$ cat src/rtl/fbg_pkg.sv
`timescale 1ns/1ps
package fbg_pkg;

    typedef enum logic [1:0] {
        ST_HALT,
        ST_COUNT,
        ST_PAD
    } div_state_t;

    typedef enum logic [1:0] {
        RATE_X16,
        RATE_X8,
        RATE_X4
    } rate_t;

    localparam logic [1:0] ADDR_DIV_LO = 2'd0;
    localparam logic [1:0] ADDR_DIV_HI = 2'd1;
    localparam logic [1:0] ADDR_FRAC   = 2'd2;
    localparam logic [1:0] ADDR_ENH    = 2'd3;

    // Bit 1 of the select wins; bit 0 only matters when bit 1 is clear.
    function automatic rate_t decode_rate(input logic [1:0] sel);
        if (sel[1]) begin
            return RATE_X4;
        end
        if (sel[0]) begin
            return RATE_X8;
        end
        return RATE_X16;
    endfunction

endpackage

$ cat src/rtl/fbg_regs.sv
`timescale 1ns/1ps
module fbg_regs
    import fbg_pkg::*;
#(
    parameter int BYTE_W  = 8,
    parameter int FRAC_W  = 4,
    parameter int ENH_BIT = 4,
    localparam int DIV_W  = 2 * BYTE_W,
    localparam int RSV_W  = BYTE_W - FRAC_W - 2
) (
    input  logic              clk,
    input  logic              rst_n,
    input  logic              wr_en,
    input  logic [1:0]        wr_addr,
    input  logic [BYTE_W-1:0] wr_data,
    input  logic [1:0]        rd_addr,
    output logic [BYTE_W-1:0] rd_data,
    output logic [DIV_W-1:0]  div_q,
    output logic [FRAC_W-1:0] frac_q,
    output rate_t             rate_q,
    output logic              enh_q,
    output logic              restart
);

    logic [BYTE_W-1:0] lo_q;
    logic [BYTE_W-1:0] hi_q;
    logic [1:0]        rsel_q;
    logic              frac_ok;
    logic [BYTE_W-1:0] enh_view;
    logic [BYTE_W-1:0] frac_view;

    // The fraction/rate byte is locked unless the enhanced bit is set.
    assign frac_ok = wr_en && (wr_addr == ADDR_FRAC) && enh_q;
    assign restart = (wr_en && ((wr_addr == ADDR_DIV_LO) || (wr_addr == ADDR_DIV_HI))) || frac_ok;

    always_ff @(posedge clk or negedge rst_n) begin
        if (!rst_n) begin
            lo_q   <= '0;
            hi_q   <= '0;
            frac_q <= '0;
            rsel_q <= '0;
            enh_q  <= 1'b0;
        end else if (wr_en) begin
            unique case (wr_addr)
                ADDR_DIV_LO: lo_q <= wr_data;
                ADDR_DIV_HI: hi_q <= wr_data;
                ADDR_FRAC: begin
                    if (enh_q) begin
                        frac_q <= wr_data[FRAC_W-1:0];
                        rsel_q <= wr_data[FRAC_W+1:FRAC_W];
                    end
                end
                ADDR_ENH:    enh_q <= wr_data[ENH_BIT];
                default:     ;
            endcase
        end
    end

    assign div_q  = {hi_q, lo_q};
    assign rate_q = decode_rate(rsel_q);

    always_comb begin
        enh_view          = '0;
        enh_view[ENH_BIT] = enh_q;
    end

    // Reserved upper bits are never stored and read as zero.
    assign frac_view = {{RSV_W{1'b0}}, rsel_q, frac_q};

    always_comb begin
        unique case (rd_addr)
            ADDR_DIV_LO: rd_data = lo_q;
            ADDR_DIV_HI: rd_data = hi_q;
            ADDR_FRAC:   rd_data = frac_view;
            ADDR_ENH:    rd_data = enh_view;
            default:     rd_data = '0;
        endcase
    end

endmodule

$ cat src/rtl/fbg_div_fsm.sv
`timescale 1ns/1ps
module fbg_div_fsm
    import fbg_pkg::*;
#(
    parameter int DIV_W  = 16,
    parameter int FRAC_W = 4
) (
    input  logic              clk,
    input  logic              rst_n,
    input  logic              restart,
    input  logic [DIV_W-1:0]  div_q,
    input  logic [FRAC_W-1:0] frac_q,
    output logic              fire,
    output logic              os_tick
);

    localparam logic [DIV_W-1:0] ONE = DIV_W'(1);

    div_state_t        state_q, state_d;
    logic [DIV_W-1:0]  cnt_q, cnt_d;
    logic [FRAC_W-1:0] acc_q, acc_d;
    logic [FRAC_W:0]   acc_sum;
    logic              carry;
    logic              last;

    assign acc_sum = {1'b0, acc_q} + {1'b0, frac_q};
    assign carry   = acc_sum[FRAC_W];
    assign last    = (cnt_q == div_q - ONE);

    always_comb begin
        state_d = state_q;
        cnt_d   = cnt_q;
        acc_d   = acc_q;
        fire    = 1'b0;
        if (restart) begin
            state_d = ST_COUNT;
            cnt_d   = '0;
            acc_d   = '0;
        end else begin
            unique case (state_q)
                ST_HALT: begin
                    state_d = ST_HALT;
                end
                ST_COUNT: begin
                    if (div_q == '0) begin
                        state_d = ST_HALT;
                        cnt_d   = '0;
                    end else if (last) begin
                        cnt_d = '0;
                        if (carry) begin
                            state_d = ST_PAD;
                        end else begin
                            fire  = 1'b1;
                            acc_d = acc_sum[FRAC_W-1:0];
                        end
                    end else begin
                        cnt_d = cnt_q + ONE;
                    end
                end
                ST_PAD: begin
                    fire    = 1'b1;
                    acc_d   = acc_sum[FRAC_W-1:0];
                    state_d = ST_COUNT;
                end
                default: begin
                    state_d = ST_HALT;
                end
            endcase
        end
    end

    // State register
    always_ff @(posedge clk or negedge rst_n) begin
        if (!rst_n) begin
            state_q <= ST_HALT;
            cnt_q   <= '0;
            acc_q   <= '0;
        end else begin
            state_q <= state_d;
            cnt_q   <= cnt_d;
            acc_q   <= acc_d;
        end
    end

    // Output register
    always_ff @(posedge clk or negedge rst_n) begin
        if (!rst_n) begin
            os_tick <= 1'b0;
        end else begin
            os_tick <= fire;
        end
    end

endmodule

$ cat src/rtl/fbg_os_count.sv
`timescale 1ns/1ps
module fbg_os_count
    import fbg_pkg::*;
#(
    parameter int OS_CNT_W = 4
) (
    input  logic  clk,
    input  logic  rst_n,
    input  logic  restart,
    input  logic  fire,
    input  rate_t rate_q,
    output logic  baud_tick
);

    logic [OS_CNT_W-1:0] os_cnt_q;
    logic [OS_CNT_W-1:0] lim;

    always_comb begin
        unique case (rate_q)
            RATE_X16: lim = OS_CNT_W'(15);
            RATE_X8:  lim = OS_CNT_W'(7);
            RATE_X4:  lim = OS_CNT_W'(3);
            default:  lim = OS_CNT_W'(15);
        endcase
    end

    always_ff @(posedge clk or negedge rst_n) begin
        if (!rst_n) begin
            os_cnt_q  <= '0;
            baud_tick <= 1'b0;
        end else if (restart) begin
            os_cnt_q  <= '0;
            baud_tick <= 1'b0;
        end else if (fire) begin
            if (os_cnt_q == lim) begin
                os_cnt_q  <= '0;
                baud_tick <= 1'b1;
            end else begin
                os_cnt_q  <= os_cnt_q + 1'b1;
                baud_tick <= 1'b0;
            end
        end else begin
            baud_tick <= 1'b0;
        end
    end

endmodule

$ cat src/rtl/frac_baud_gen.sv
`timescale 1ns/1ps
module frac_baud_gen
    import fbg_pkg::*;
#(
    parameter int BYTE_W   = 8,
    parameter int FRAC_W   = 4,
    parameter int ENH_BIT  = 4,
    parameter int OS_CNT_W = 4
) (
    input  logic              clk,
    input  logic              rst_n,
    input  logic              wr_en,
    input  logic [1:0]        wr_addr,
    input  logic [BYTE_W-1:0] wr_data,
    input  logic [1:0]        rd_addr,
    output logic [BYTE_W-1:0] rd_data,
    output logic              os_tick,
    output logic              baud_tick
);

    localparam int DIV_W = 2 * BYTE_W;

    logic [DIV_W-1:0]  div_q;
    logic [FRAC_W-1:0] frac_q;
    rate_t             rate_q;
    logic              enh_q;
    logic              restart;
    logic              fire;

    fbg_regs #(
        .BYTE_W (BYTE_W),
        .FRAC_W (FRAC_W),
        .ENH_BIT(ENH_BIT)
    ) u_regs (
        .clk    (clk),
        .rst_n  (rst_n),
        .wr_en  (wr_en),
        .wr_addr(wr_addr),
        .wr_data(wr_data),
        .rd_addr(rd_addr),
        .rd_data(rd_data),
        .div_q  (div_q),
        .frac_q (frac_q),
        .rate_q (rate_q),
        .enh_q  (enh_q),
        .restart(restart)
    );

    fbg_div_fsm #(
        .DIV_W (DIV_W),
        .FRAC_W(FRAC_W)
    ) u_div (
        .clk    (clk),
        .rst_n  (rst_n),
        .restart(restart),
        .div_q  (div_q),
        .frac_q (frac_q),
        .fire   (fire),
        .os_tick(os_tick)
    );

    fbg_os_count #(
        .OS_CNT_W(OS_CNT_W)
    ) u_os (
        .clk      (clk),
        .rst_n    (rst_n),
        .restart  (restart),
        .fire     (fire),
        .rate_q   (rate_q),
        .baud_tick(baud_tick)
    );

endmodule

$ cat config.mk
export PLATFORM = sky130hd
export DESIGN_NAME = frac_baud_gen
export DESIGN_NICKNAME = d
export VERILOG_FILES = /design/src/rtl/fbg_pkg.sv /design/src/rtl/fbg_regs.sv /design/src/rtl/fbg_div_fsm.sv /design/src/rtl/fbg_os_count.sv /design/src/rtl/frac_baud_gen.sv
export SDC_FILE = /design/constraint.sdc
export NUM_CORES = 1
export LEC_CHECK = 0
export BUFFER_PORTS_ARGS = -buffer_cell sky130_fd_sc_hd__buf_2
export CORE_MARGIN = 1
export CORE_UTILIZATION = 50
export CTS_CLUSTER_DIAMETER = 50
export CTS_CLUSTER_SIZE = 20
export DETAILED_ROUTE_END_ITERATION = 16
export HOLD_SLACK_MARGIN = 0.15
export MAX_ROUTING_LAYER = met4
export PLACE_DENSITY = 0.74
export SLEW_MARGIN = 10
export SYNTH_ARGS = -nofsm -noshare
export SYNTH_HDL_FRONTEND = slang
export SYNTH_SLANG_ARGS = --single-unit
$ cat constraint.sdc
create_clock -name clk -period 4.4 [get_ports clk]
set_clock_uncertainty 0.15 [all_clocks]
set_input_delay 0.88 -clock clk [delete_from_list [all_inputs] [get_ports clk]]
set_output_delay 0.88 -clock clk [all_outputs]
set_load 0.005 [all_outputs]
==> results of run 1 <==
==> per-layer routing <==
layer | routed length, µm | track usage | part of all wire
met1 | 3514 | 0.2976 | 0.46
met2 | 3668 | 0.3711 | 0.48
met3 | 277 | 0.04352 | 0.036
met4 | 208 | 0.1129 | 0.027
met5 | 0 | - | 0
==> power groups by stage <==
stage	Clock [mW]	Sequential, mW	Combinational, mW
after detailed placement	0	0.697	0.497
after global routing	0.322	0.706	0.558
final	0.303	0.691	0.497
after floorplan	0	0.633	0.430
after CTS	0.308	0.689	0.499
after global placement	0	0.694	0.476
==> final timing paths <==
path	from	end	cells after the start
max in group asynchronous	rst_n	u_os.os_cnt_q[3]$_DFFE_PN0P_	2
min in group asynchronous	rst_n	u_os.baud_tick$_DFF_PN0_	2
worst max register to register	u_regs.lo_q[0]$_DFFE_PN0P_	u_div.cnt_q[3]$_DFFE_PN0P_	10
worst min-delay path	u_div.acc_q[0]$_DFFE_PN0P_	u_div.acc_q[0]$_DFFE_PN0P_	2
worst min register to register	u_div.acc_q[0]$_DFFE_PN0P_	u_div.acc_q[0]$_DFFE_PN0P_	2
worst max-delay path	u_regs.lo_q[0]$_DFFE_PN0P_	u_div.cnt_q[3]$_DFFE_PN0P_	10
==> layout by cell type, fill, tap and decap left out, types with 2 or more instances in the layout <==
cell type and count:
o21a_1 9, and3_1 3, or4_1 2, nor4_1 9, a221oi_1 2, mux2_2 20
nand4_1 5, nor3b_1 7, o21ai_0 9, nor4b_1 3, mux2i_1 15, nor4_4 2
a211o_1 2, nand3b_1 3, dfrtp_1 51, o311ai_0 10, and2_1 4, clkbuf_8 5
buf_2 24, a31oi_1 2, nand3_1 13, nor2_1 23, a21o_1 3, nand4b_1 3
nor2b_1 2, o31ai_1 2, o22ai_1 2, xnor2_1 12, a221o_1 4, nor3_1 11
a21oi_1 6, nand2_1 39, inv_1 6, buf_4 3, xor2_1 10, ha_1 9
o22a_1 2, nand2b_1 5
==> registers in the layout (all words and copies together) (netlist names) <==
register and count:
u_regs.hi_q 8, u_div.cnt_q 16, u_regs.enh_q 1, u_div.os_tick 1, u_regs.frac_q 4, u_div.acc_q 4
u_div.state_q 2, u_os.os_cnt_q 4, u_regs.rsel_q 2, u_regs.lo_q 8, u_os.baud_tick 1
==> cell families after synthesis <==
| logic type | Yosys count | synth area share |
|---|---|---|
| flip-flops | 51 | 0.3790 |
| AND/OR/NAND/NOR | 141 | 0.2345 |
| buffers and inverters | 23 | 0.03159 |
| multiplexers | 36 | 0.1182 |
| XOR/XNOR | 22 | 0.05723 |
| AO/OA/AOI/OAI | 63 | 0.1401 |
| adder cells (fa/ha/maj) | 10 | 0.03939 |
==> layout make-up <==
cell class                      instances  area, µm²
Fill cell                             560       2804
Timing Repair Buffer                   27      142.6
Tap cell                               77      96.34
Sequential cell                        51       1276
Inverter                                6      22.52
Clock inverter                          3      27.53
Clock buffer                            5      68.82
Multi-Input combinational cell        272       1984
==> through the flow <==
step | worst slack, ps | total power, mW | cells | instance area [µm²]
2_1_floorplan | 1302 | 1.064 | 346 | 3367
3_3_place_gp | 1087 | 1.170 | 433 | 3522
3_5_place_dp | 969.1 | 1.195 | 433 | 3522
4_1_cts | 931.9 | 1.496 | 441 | 3618
5_1_grt | 686.3 | 1.586 | 441 | 3618
6_report | 905.0 | 1.491 | 441 | 3618
==> critical path, cell delays in order (launching register included) <==
cell	delay [ps]
dfrtp_1	440
inv_1	100
ha_1	300
nor4b_4	450
nand3_1	150
xnor2_1	160
or4_4	520
nor4_4	250
buf_4	350
nor2_1	140
a221o_1	350
==> metrics.csv, run 1 <==
stage;metric;value;unit
logic_synthesis;synthArstFlopShare;1.000;
cts;cts_tree;done;
logic_synthesis;yosys.area.top_type;dfrtp_1;
global_route;grt_overflow;0;
cts;cts.sinks;51;
global_route;grt_first_pass_wirelength;12.92;mm
sta;rsz0062_at_grt;no;
job;drv_cap;0;
pwr;peakVddDrop;0.3378;mV
worst_setup_path;r2r_setup_slack;910;ps
cts;ctsResizeCount;0;
cts;postCtsSetupBuffers;0;
route;dr_total_vias;2755;
global_route;grt_pass1_vias;2731;
sta;tightest_slew;943.7;ps
floorplanning;core-area;6422;µm²
sta;fin_setup_tns;0;ps
logic_synthesis;yosysUniqueCellTypes;58;
logic_synthesis;yosys_warnings;0;
pwr;power_leakage;1.550;nW
logic_synthesis;syn_avg_cell_area;9.731;µm²
sta;slew_headroom;0.3685;
global_route;antenna_found_initial;0;
floorplanning;die_h;84.06;µm
logic_synthesis;synth_most_common_cell;dfrtp_1;
cells_and_area;num_antenna_cells;0;
logic_synthesis;synthesis.area;3367;µm²
status;status;completed;
placed_design;gp_congestion;0.8801;
sta;setup_violations;0;
logic_synthesis;yosysSeqAreaShare;0.3790;
route;viasPerCell;6.247;
logic_synthesis;synthTopCellsByCount;dfrtp_1 (51), nand2_1 (39), nor2_1 (23);
pwr;clkPwrFrac;0.203;
route;dr.first_iter.drc_count;125;
cts;path_clk_slew;110;ps
worst_setup_path;worst-path-max-fanout;36;
floorplanning;io-pin-count;25;
cells_and_area;area_growth;7.469;%
logic_synthesis;synth_area_leaders;dfrtp_1 (38%), mux2_2 (6.7%), mux2i_1 (4.5%), nand2_1 (4.3%), ha_1 (3.3%);
cts;cts_root_buf;clkbuf_8;
pwr;p_int;0.9131;mW
floorplanning;die_x;84.06;µm
sta;min_period_over_period;0.7943;
cts;ctsHoldBuffers;0;
route;drt_wl_total;7.670;mm
sta;min_period;3495;ps
cells_and_area;utilization;0.5634;
route;route.detailed.wl_per_inst;17.39;µm
logic_synthesis;yosys_register_bits;51;
placed_design;dp_hpwl;5.589;mm
worst_setup_path;crit_required;4450;ps
global_route;grt_use_total;0.2371;
cells_and_area;fin_nets;388;
logic_synthesis;synth_cells;346;
floorplanning;placementRows;29;
cts;clk_latency;320;ps
cells_and_area;drive_gt1_frac;0.1786;
worst_setup_path;start_kind;flip-flop;
route;ant_nets;0;
sta;timing.fmax;286.1;MHz
cts;cts_made_buffers;5;
pwr;p_seq_frac;0.463;
cts;cts_max_path_buffers;2;
sta;timing.hold.ws;391.5;ps
min_path;hold_class;flip-flop to flip-flop;
worst_setup_path;setup.worst_path.end_class;flip-flop;
worst_setup_path;critical_path_class;flip-flop to flip-flop;
route;route.detailed.drc;0;
worst_setup_path;cp.arrival;3550;ps
placed_design;numPortBuffers;24;
pwr;net-switching-power;0.5779;mW
cts;cts.htree.levels;2;
pwr;powerDensity;412.0;nW/µm²
pwr;p_comb_frac;0.334;
global_route;grt_start_max_net_pins;52;
logic_synthesis;synth_flop_cell;dfrtp_1;
floorplanning;dieArea;7066;µm²
logic_synthesis;syn_nets;371;
floorplanning;start_util;0.5243;
route;drt-pass1-iter-count;4;
logic_synthesis;yosys.area.top_type_share;0.3790;
sta;finalMaxSlewViolations;0;
pwr;switching_share;0.3876;
logic_synthesis;synth_edf_count;0;
sta;hold_viol;0;
(Power assumes the default switching activity.)
==> run 2: changes to the inputs <==
==> constraint.sdc (replaced) <==
create_clock -name clk -period 3.4 [get_ports clk]
set_clock_uncertainty 0.15 [all_clocks]
set_input_delay 0.68 -clock clk [delete_from_list [all_inputs] [get_ports clk]]
set_output_delay 0.68 -clock clk [all_outputs]
set_load 0.005 [all_outputs]
==> metrics.csv, run 2 (same netlist as run 1, synthesis figures left out) <==
stage;metric;value;unit;change
status;status;completed;;unchanged
cts;cts.htree.levels;2;;unchanged
worst_setup_path;endpoint;u_os.os_cnt_q[0]$_DFFE_PN0P_;;was u_div.cnt_q[3]$_DFFE_PN0P_
cts;postCtsSetupBuffers;0;;unchanged
worst_setup_path;setup.worst_path.end_class;flip-flop;;unchanged
route;route.detailed.wl_per_inst;16.76;µm;was 17.39 µm
worst_setup_path;cp.arrival;3240;ps;was 3550 ps
worst_setup_path;rr_worst_depth;10;;unchanged
worst_setup_path;start_kind;flip-flop;;unchanged
global_route;grt_use_total;0.2389;;was 0.2371
sta;tightest_slew;873.3;ps;was 943.7 ps
cells_and_area;drive_gt1_frac;0.1897;;was 0.1786
placed_design;dp_hpwl;5.569;mm;was 5.589 mm
cells_and_area;fillCellCount;554;;was 560
cts;cts_tree;done;;unchanged
cts;path_clk_slew;100;ps;was 110 ps
cts;cts_root_buf;clkbuf_8;;unchanged
sta;slew_headroom;0.4156;;was 0.3685
worst_setup_path;r2r_setup_slack;260;ps;was 910 ps
worst_setup_path;cp-startpoint;u_regs.lo_q[0]$_DFFE_PN0P_;;unchanged
floorplanning;start_util;0.5243;;unchanged
cts;cts.sinks;51;;unchanged
worst_setup_path;r2r-start;u_regs.lo_q[0]$_DFFE_PN0P_;;unchanged
cells_and_area;utilization;0.5712;;was 0.5634
floorplanning;io-pin-count;25;;unchanged
pwr;peakVddDrop;0.4319;mV;was 0.3378 mV
cells_and_area;layout_common_cells;dfrtp_1 (51), nand2_1 (39), buf_2 (24);;unchanged
min_path;hold_class;input pin to asynchronous set/reset pin;;was flip-flop to flip-flop
pwr;powerDensity;521.9;nW/µm²;was 412.0 nW/µm²
placed_design;numPortBuffers;24;;unchanged
sta;hold_viol;0;;unchanged
cts;clk_latency;320;ps;about the same
floorplanning;placementRows;29;;unchanged
global_route;grt_pass1_vias;2775;;was 2731
global_route;antenna_found_initial;0;;unchanged
job;drv_cap;0;;unchanged
sta;timing.fmax;318.1;MHz;was 286.1 MHz
cts;cts_made_buffers;5;;unchanged
cells_and_area;area_growth;8.956;%;was 7.469%
cts;cts_max_path_buffers;2;;unchanged
cells_and_area;finalInstanceArea;3669;µm²;was 3618 µm²
route;route.detailed.drc;0;;unchanged
sta;min_period;3144;ps;was 3495 ps
floorplanning;core-area;6422;µm²;unchanged
floorplanning;dieArea;7066;µm²;unchanged
cells_and_area;final_common_cell;dfrtp_1;;unchanged
route;dr_total_vias;2730;;was 2755
global_route;grt_first_pass_wirelength;13.23;mm;was 12.92 mm
cells_and_area;top_register;u_div.cnt_q;;unchanged
worst_setup_path;crit_required;3500;ps;was 4450 ps
cells_and_area;largest_register_ff_count;16;;unchanged
worst_setup_path;reg2reg_to;u_os.os_cnt_q[0]$_DFFE_PN0P_;;was u_div.cnt_q[3]$_DFFE_PN0P_
floorplanning;die_x;84.06;µm;unchanged
worst_setup_path;critical_path_class;flip-flop to flip-flop;;unchanged
route;drt_wl_total;7.477;mm;was 7.670 mm
cells_and_area;reg.largest.list;u_div.cnt_q: 16 flops, u_regs.hi_q: 8 flops, u_regs.lo_q: 8 flops;;unchanged
placed_design;dpl-instance-area;3572;µm²;was 3522 µm²
sta;rsz0062_at_grt;no;;unchanged
route;viasPerCell;6.121;;was 6.247
route;dr.first_iter.drc_count;128;;was 125
pwr;finalPower;1.915;mW;was 1.491 mW
cts;ctsHoldBuffers;0;;unchanged
sta;finalMaxSlewViolations;0;;unchanged
pwr;power_leakage;1.578;nW;was 1.550 nW
cells_and_area;fin_nets;393;;was 388
placed_design;gp_congestion;0.8441;;was 0.8801
route;drt-pass1-iter-count;4;;unchanged
global_route;grt_overflow;0;;unchanged
floorplanning;die_h;84.06;µm;unchanged
cells_and_area;num_antenna_cells;0;;unchanged
sta;setup_violations;0;;unchanged
sta;min_period_over_period;0.9246;;was 0.7943
route;ant_nets;0;;unchanged
sta;fin_setup_tns;0;ps;unchanged
worst_setup_path;worst-path-max-fanout;36;;unchanged
global_route;grt_start_max_net_pins;37;;was 52
cts;ctsResizeCount;0;;unchanged
==> run 2: cell types whose count changed in the layout (fill, tap and decap cells not counted) <==
cell      delta
buf_12       +1
buf_4        +4
clkinv_4     +1
inv_6        -1
==> run 2: worst min-delay path by stage <==
| stage | depth (start not counted) | to |
|---|---|---|
| final | 1 | u_os.os_cnt_q[0]$_DFFE_PN0P_ |
| after detailed placement | 2 | u_div.acc_q[0]$_DFFE_PN0P_ |
| after global placement | 2 | u_div.acc_q[3]$_DFFE_PN0P_ |
| after global routing | 1 | u_os.os_cnt_q[0]$_DFFE_PN0P_ |
| after floorplan | 0 | u_div.acc_q[0]$_DFFE_PN0P_ |
| after CTS | 1 | u_regs.enh_q$_DFFE_PN0P_ |
==> run 2: layout make-up <==
cell class | instances | area [µm²] | area share
clock buffer | 5 | 68.82 | 0.01876
clock inverter | 3 | 27.53 | 0.007503
inverter | 6 | 22.52 | 0.006139
multi-input combinational | 272 | 1984 | 0.5409
sequential | 51 | 1276 | 0.3479
tap | 77 | 96.34 | 0.02626
timing repair buffer | 32 | 192.7 | 0.05252
==> run 2: where the power goes <==
group          total [mW]  internal, mW  switching (mW)  leakage, nW
Combinational       0.652         0.320           0.333        0.875
Sequential          0.885         0.716           0.169        0.657
Clock               0.377         0.151           0.226       0.0463
==> run 2: layer usage <==
| layer | part of all wire | GRT usage |
|---|---|---|
| met5 | 0 | - |
| met4 | 0.017 | 0.06583 |
| met3 | 0.044 | 0.05539 |
| met2 | 0.47 | 0.3666 |
| met1 | 0.47 | 0.3181 |
==> run 2: per-stage QoR <==
step / hold slack, ps / cells / setup slack [ps]
after floorplan: 234.4 / 346 / 302.0
after global placement: 365.7 / 438 / 398.2
after detailed placement: 383.2 / 438 / 276.8
after CTS: 306.5 / 446 / 247.7
after global routing: 349.8 / 446 / 10.92
final: 278.8 / 446 / 256.2
==> run 2: worst max-delay path, cell delays in order, from the launching register on <==
cell and delay, ps:
dfrtp_1 440, inv_1 90, ha_1 300, or4b_2 650, a21boi_0 210, a221oi_1 100
nor2_1 190, nor4_4 80, buf_12 170, a21oi_1 420, mux2i_1 240
